[config.mk]
export PLATFORM = sky130hd
export DESIGN_NAME = coex_arbiter
export DESIGN_NICKNAME = d
export VERILOG_FILES = /design/src/rtl/coex_pkg.sv /design/src/rtl/coex_sync.sv /design/src/rtl/coex_pinmap.sv /design/src/rtl/coex_arbiter.sv
export SDC_FILE = /design/constraint.sdc
export NUM_CORES = 1
export LEC_CHECK = 0
export ABC_AREA = 1
export BUFFER_PORTS_ARGS = -buffer_cell sky130_fd_sc_hd__buf_2
export CAP_MARGIN = 20
export CORE_MARGIN = 2
export CORE_UTILIZATION = 25
export CTS_CLUSTER_SIZE = 30
export DETAILED_ROUTE_END_ITERATION = 8
export HOLD_SLACK_MARGIN = 0.08
export PLACE_DENSITY_LB_ADDON = 0.08
export SKIP_LAST_GASP = 1
export SYNTH_ARGS = -nofsm -noshare
export SYNTH_HDL_FRONTEND = slang
export SYNTH_SLANG_ARGS = --single-unit
[constraint.sdc]
create_clock -name clk -period 1.2 [get_ports clk]
set_input_delay 0.12 -clock clk [delete_from_list [all_inputs] [get_ports clk]]
set_output_delay 0.12 -clock clk [all_outputs]
set_load 0.02 [all_outputs]
[src/rtl/coex_pkg.sv]
package coex_pkg;

    typedef enum logic [2:0] {
        ALG_ARB          = 3'd0,
        ALG_WL_MASTER    = 3'd1,
        ALG_RADIO_MASTER = 3'd2,
        ALG_TWO_WIRE     = 3'd3,
        ALG_ALTERNATE    = 3'd4
    } alg_e;

    typedef enum logic [1:0] {
        FN_GPIO = 2'd0,
        FN_COEX = 2'd1,
        FN_ALT  = 2'd2
    } pinfn_e;

    typedef struct packed {
        alg_e alg;
        logic master;
        logic req;
        logic pri;
        logic tx;
        logic grant;
        logic deny;
    } arb_state_t;

    function automatic logic alg_code_ok(input logic [2:0] code);
        return code <= 3'd4;
    endfunction

endpackage

[src/rtl/coex_sync.sv]
module coex_sync #(
    parameter int STAGES = 2,
    parameter int WIDTH  = 1
) (
    input  logic             clk,
    input  logic             rst_n,
    input  logic [WIDTH-1:0] d,
    output logic [WIDTH-1:0] q
);
    logic [STAGES-1:0][WIDTH-1:0] stg_q;

    always_ff @(posedge clk or negedge rst_n) begin
        if (!rst_n) begin
            stg_q <= '0;
        end else begin
            stg_q[0] <= d;
            for (int i = 1; i < STAGES; i++) begin
                stg_q[i] <= stg_q[i-1];
            end
        end
    end

    assign q = stg_q[STAGES-1];
endmodule

[src/rtl/coex_pinmap.sv]
module coex_pinmap
    import coex_pkg::*;
#(
    parameter int PAIRS = 2
) (
    input  logic [PAIRS-1:0]   coex_en,
    input  logic [PAIRS-1:0]   alt_en,
    output logic [4*PAIRS-1:0] fn
);
    for (genvar p = 0; p < PAIRS; p++) begin : g_pair
        logic [1:0] sel;
        assign sel = coex_en[p] ? FN_COEX : (alt_en[p] ? FN_ALT : FN_GPIO);
        assign fn[4*p +: 4] = {sel, sel};
    end
endmodule

[src/rtl/coex_arbiter.sv]
module coex_arbiter
    import coex_pkg::*;
#(
    parameter int SYNC_STAGES = 2
) (
    input  logic       clk,
    input  logic       rst_n,
    input  logic       act_req,
    input  logic       act_pri,
    input  logic       act_tx,
    input  logic [2:0] alg_sel,
    input  logic       host_master,
    input  logic [1:0] coex_en,
    input  logic [1:0] alt_en,
    input  logic       wl_in,
    output logic [3:0] line_out,
    output logic [3:0] line_oe,
    output logic       grant,
    output logic [7:0] gpio_fn
);
    localparam int LINES = 4;
    localparam int PAIRS = LINES / 2;

    arb_state_t st_d, st_q;
    logic       wl_s;
    logic       go;
    logic       idle;
    logic [LINES-1:0] drv, en, en_g;

    coex_sync #(.STAGES(SYNC_STAGES), .WIDTH(1)) u_sync (
        .clk   (clk),
        .rst_n (rst_n),
        .d     (wl_in),
        .q     (wl_s)
    );

    coex_pinmap #(.PAIRS(PAIRS)) u_pinmap (
        .coex_en (coex_en),
        .alt_en  (alt_en),
        .fn      (gpio_fn)
    );

    always_comb begin
        st_d = st_q;
        idle = !act_req && !st_q.grant;
        if (idle && alg_code_ok(alg_sel)) begin
            st_d.alg    = alg_e'(alg_sel);
            st_d.master = host_master;
        end
        st_d.req  = act_req;
        st_d.pri  = act_pri & act_req;
        st_d.tx   = act_tx & act_req;
        st_d.deny = 1'b0;

        go  = 1'b0;
        drv = '0;
        en  = '0;
        case (st_q.alg)
            ALG_ARB: begin
                go        = wl_s & ~st_q.deny;
                st_d.deny = act_req & (st_q.deny | ~wl_s);
                en        = 4'b1110;
                drv       = {st_q.tx, st_q.pri, st_q.req, 1'b0};
            end
            ALG_WL_MASTER: begin
                go = ~wl_s;
            end
            ALG_RADIO_MASTER: begin
                go  = 1'b1;
                en  = 4'b0010;
                drv = {2'b00, st_q.req, 1'b0};
            end
            ALG_TWO_WIRE: begin
                go  = st_q.master ? 1'b1 : ~wl_s;
                en  = 4'b0010;
                drv = {2'b00, st_q.req & st_q.master, 1'b0};
            end
            ALG_ALTERNATE: begin
                go = wl_s;
            end
            default: begin
                go = 1'b0;
            end
        endcase
        st_d.grant = act_req & go;

        for (int p = 0; p < PAIRS; p++) begin
            en_g[2*p +: 2] = en[2*p +: 2] & {2{coex_en[p]}};
        end
    end

    always_ff @(posedge clk or negedge rst_n) begin
        if (!rst_n) begin
            st_q <= '{alg: ALG_ARB, default: '0};
        end else begin
            st_q <= st_d;
        end
    end

    assign line_oe  = en_g;
    assign line_out = drv & en_g;
    assign grant    = st_q.grant;
endmodule

==> reports/results.ini <==
[sta]
maxSlewViolCount = 0
hold_viol = 0
layout_min_cycle_time_ps = 1350
skew_ps = 4.21
setup_violations = 6
period_share_pct = 113
rsz0062_at_grt = yes
timing.final.ws_setup_ps = -151
fmax_mhz = 740
finalSetupTns_ps = -630

[die]
die_area_sq_mm = 0.00270
initial_utilization_pct = 26.2
core_sq_mm = 0.00219
die_h_um = 51.9
io_pins = 31
fp-row-count = 17
die_w_um = 51.9

[finish]
area_growth_pct = 51.2
fin_util_pct = 39.6
antenna_cells = 0
design_area_sq_um = 868
drive_gt1_share_pct = 46.3
finish.net_count = 123

[routing]
via_per_inst = 3.99
routed-via-count = 542
drtPass1Iterations = 3
wl_um = 1200
wl_per_cell_um = 8.84
met2_length_um = 615
dr_wl_met3_um = 67
drt-met1-wl_um = 506
postRouteAntennaNets = 0
drt_iter0_drc = 5
drc = 0
top_layer_used = met4

[clock_tree]
clk_pin_slew_worst_paths_ps = 70
clockRootBuffer = clkbuf_4
cts_made_buffers = 3
cts.sinks = 11
cts_htree_levels = 1
cts_tree = yes
clk_latency_ps = 260
cts_buffer_depth = 2

[synth]
ys_seq_area_share_pct = 47.9
synth-edff-count = 0
synth.largest_area_cell = dfrtp_1
synth_area_per_cell_sq_um = 7.66
synth.area.top_cells = dfrtp_1 (48%), buf_4 (12%), nor2_1 (9.8%)
ys_seq_elements = 11
ys_warn_count = 0
synthFlopType = dfrtp_1
yosysTopAreaCellShare_pct = 47.9
ys_async_sr_fraction_pct = 100
ys_types = 13
synthCells = 75
syn_area_sq_um = 574

[power]
power_density_mw_per_mm2 = 1270
p_leak_uw = 0.000480
comb_power_share_pct = 34.5
finalPower_uw = 1100
net-switching-power_uw = 384
peakVddDrop_mv = 0.763
seqPwrFrac_pct = 43.7
clkPwrFrac_pct = 21.8
p_int_uw = 717
swShare_pct = 34.9

[worst_setup_path]
worstSetupPathType = reg2out
crit_path_end = line_out[1]
end_kind = output port
crit_fanout = 4
r2r_end = grant
r2r_setup_slack_ps = 120
cp.required_ps = 1080
critical_path_arrival_ps = 1230
worstSetupStartpoint = st_q[8]
reg2regPathDepth = 7
crit_path_start_kind = register
rr_startpoint = st_q[6]

[placement]
post-dp-hpwl_um = 884
place_ws_ps = 45.6
place.gp.congestion = 0.728
postPlaceCellArea_sq_um = 691
io_buffers = 28

[global_routing]
antenna_found_initial = 0
grt_usage_pct = 11.1
grt_max_degree = 12
grt-ovfl-total = 0
first_global_vias = 553
grt_pass1_wl_um = 2150

[run_status]
status = complete, but fails checks
violations = negative setup slack

[job]
cap_viol_max_count = 0

[worst_hold_path]
hold_path.class = in2reg

[stage by stage]
| stage | cells | hold WS, ps |
|---|---|---|
| detailed placement | 123 | 1.76 |
| floorplan | 76 | -176 |
| global route | 136 | 98.3 |
| CTS | 136 | 107 |
| finish | 136 | 109 |
| global placement | 123 | 3.76 |
[layer usage]
metal / vias up / global-route usage, %
met3: 2 / 1.72
met1: 243 / 12.7
li1: 279 / -
met2: 18 / 18.1
met5: - / 0
met4: 0 / 8.77
[worst min path at each step]
stage                    start  endpoint  slack [ps]  cells after the start
floorplan                rst_n     grant        -180                      0
global placement         rst_n   st_q[5]           4                      1
detailed placement       rst_n   st_q[5]           2                      1
CTS                 alg_sel[1]   st_q[7]         110                      3
global route        alg_sel[1]   st_q[7]         100                      3
finish              alg_sel[1]   st_q[7]         110                      3
[worst max-delay path, cell delays in order (launching register included)]
cell	delay, ps
dfrtp_1	420
nor2_1	130
nand2_2	70
o21a_2	120
nor2_2	110
buf_6	120
[state kept, by name, indices dropped and copies added (netlist names)]
signal and flops:
u_sync.stg_q 1, u_sync.q 1, st_q 8, grant 1
[final cells by class]
type,instances,area [sq um]
sequential,11,278
clock buffer,4,26.3
multi-input combinational,42,225
inverter,14,52.6
timing repair buffer,37,251
fill,236,1320
tap,28,35.0
[Yosys cell counts (2+ instances only)]
| master | instances |
|---|---|
| dfrtp_1 | 11 |
| inv_2 | 2 |
| buf_4 | 9 |
| o21ai_1 | 2 |
| a21oi_1 | 3 |
| nor2_1 | 15 |
| inv_1 | 12 |
| nand3_1 | 7 |
| nand2_1 | 10 |
[kinds of logic after synthesis]
logic type             count (synthesis)  share of synthesized area [%]
DFF                                   11                           47.9
AOI/OAI and AO/OA                      6                           5.88
and+or+nand+nor                       34                           24.6
other                                  1                          0.653
buffers and inverters                 23                           20.9
[repair_timing]
item,in CTS,in global routing
endpoints found under the hold margin,15,0
gates cloned,0,0
buffers inserted,4,0
hold buffers,5,0
resized for setup,14,8
pin swaps,2,2
setup endpoints to repair,6,9
[placed cells by master, fill, tap and decap left out, types with 2 or more instances in the layout]
master	synthesis	routed
conb_1	1	2
nand2_1	10	9
a21oi_1	3	3
buf_6	0	5
dlygate4sd3_1	0	5
inv_1	12	11
dfrtp_2	0	2
buf_2	0	23
nor2_2	1	3
nor2_4	0	3
inv_2	2	3
nand2_2	1	2
nand3_1	7	6
dfrtp_1	11	9
clkbuf_4	0	3
buf_4	9	4
o21ai_1	2	2
nor2_1	15	10
[power by group through the flow]
stage | clock network, uW | registers (uW) | logic [uW]
floorplan | 0 | 477 | 208
global placement | 0 | 476 | 290
detailed placement | 0 | 478 | 288
CTS | 253 | 477 | 370
finish | 240 | 481 | 380
global route | 287 | 489 | 432
Power figures use the tool's default switching activity.
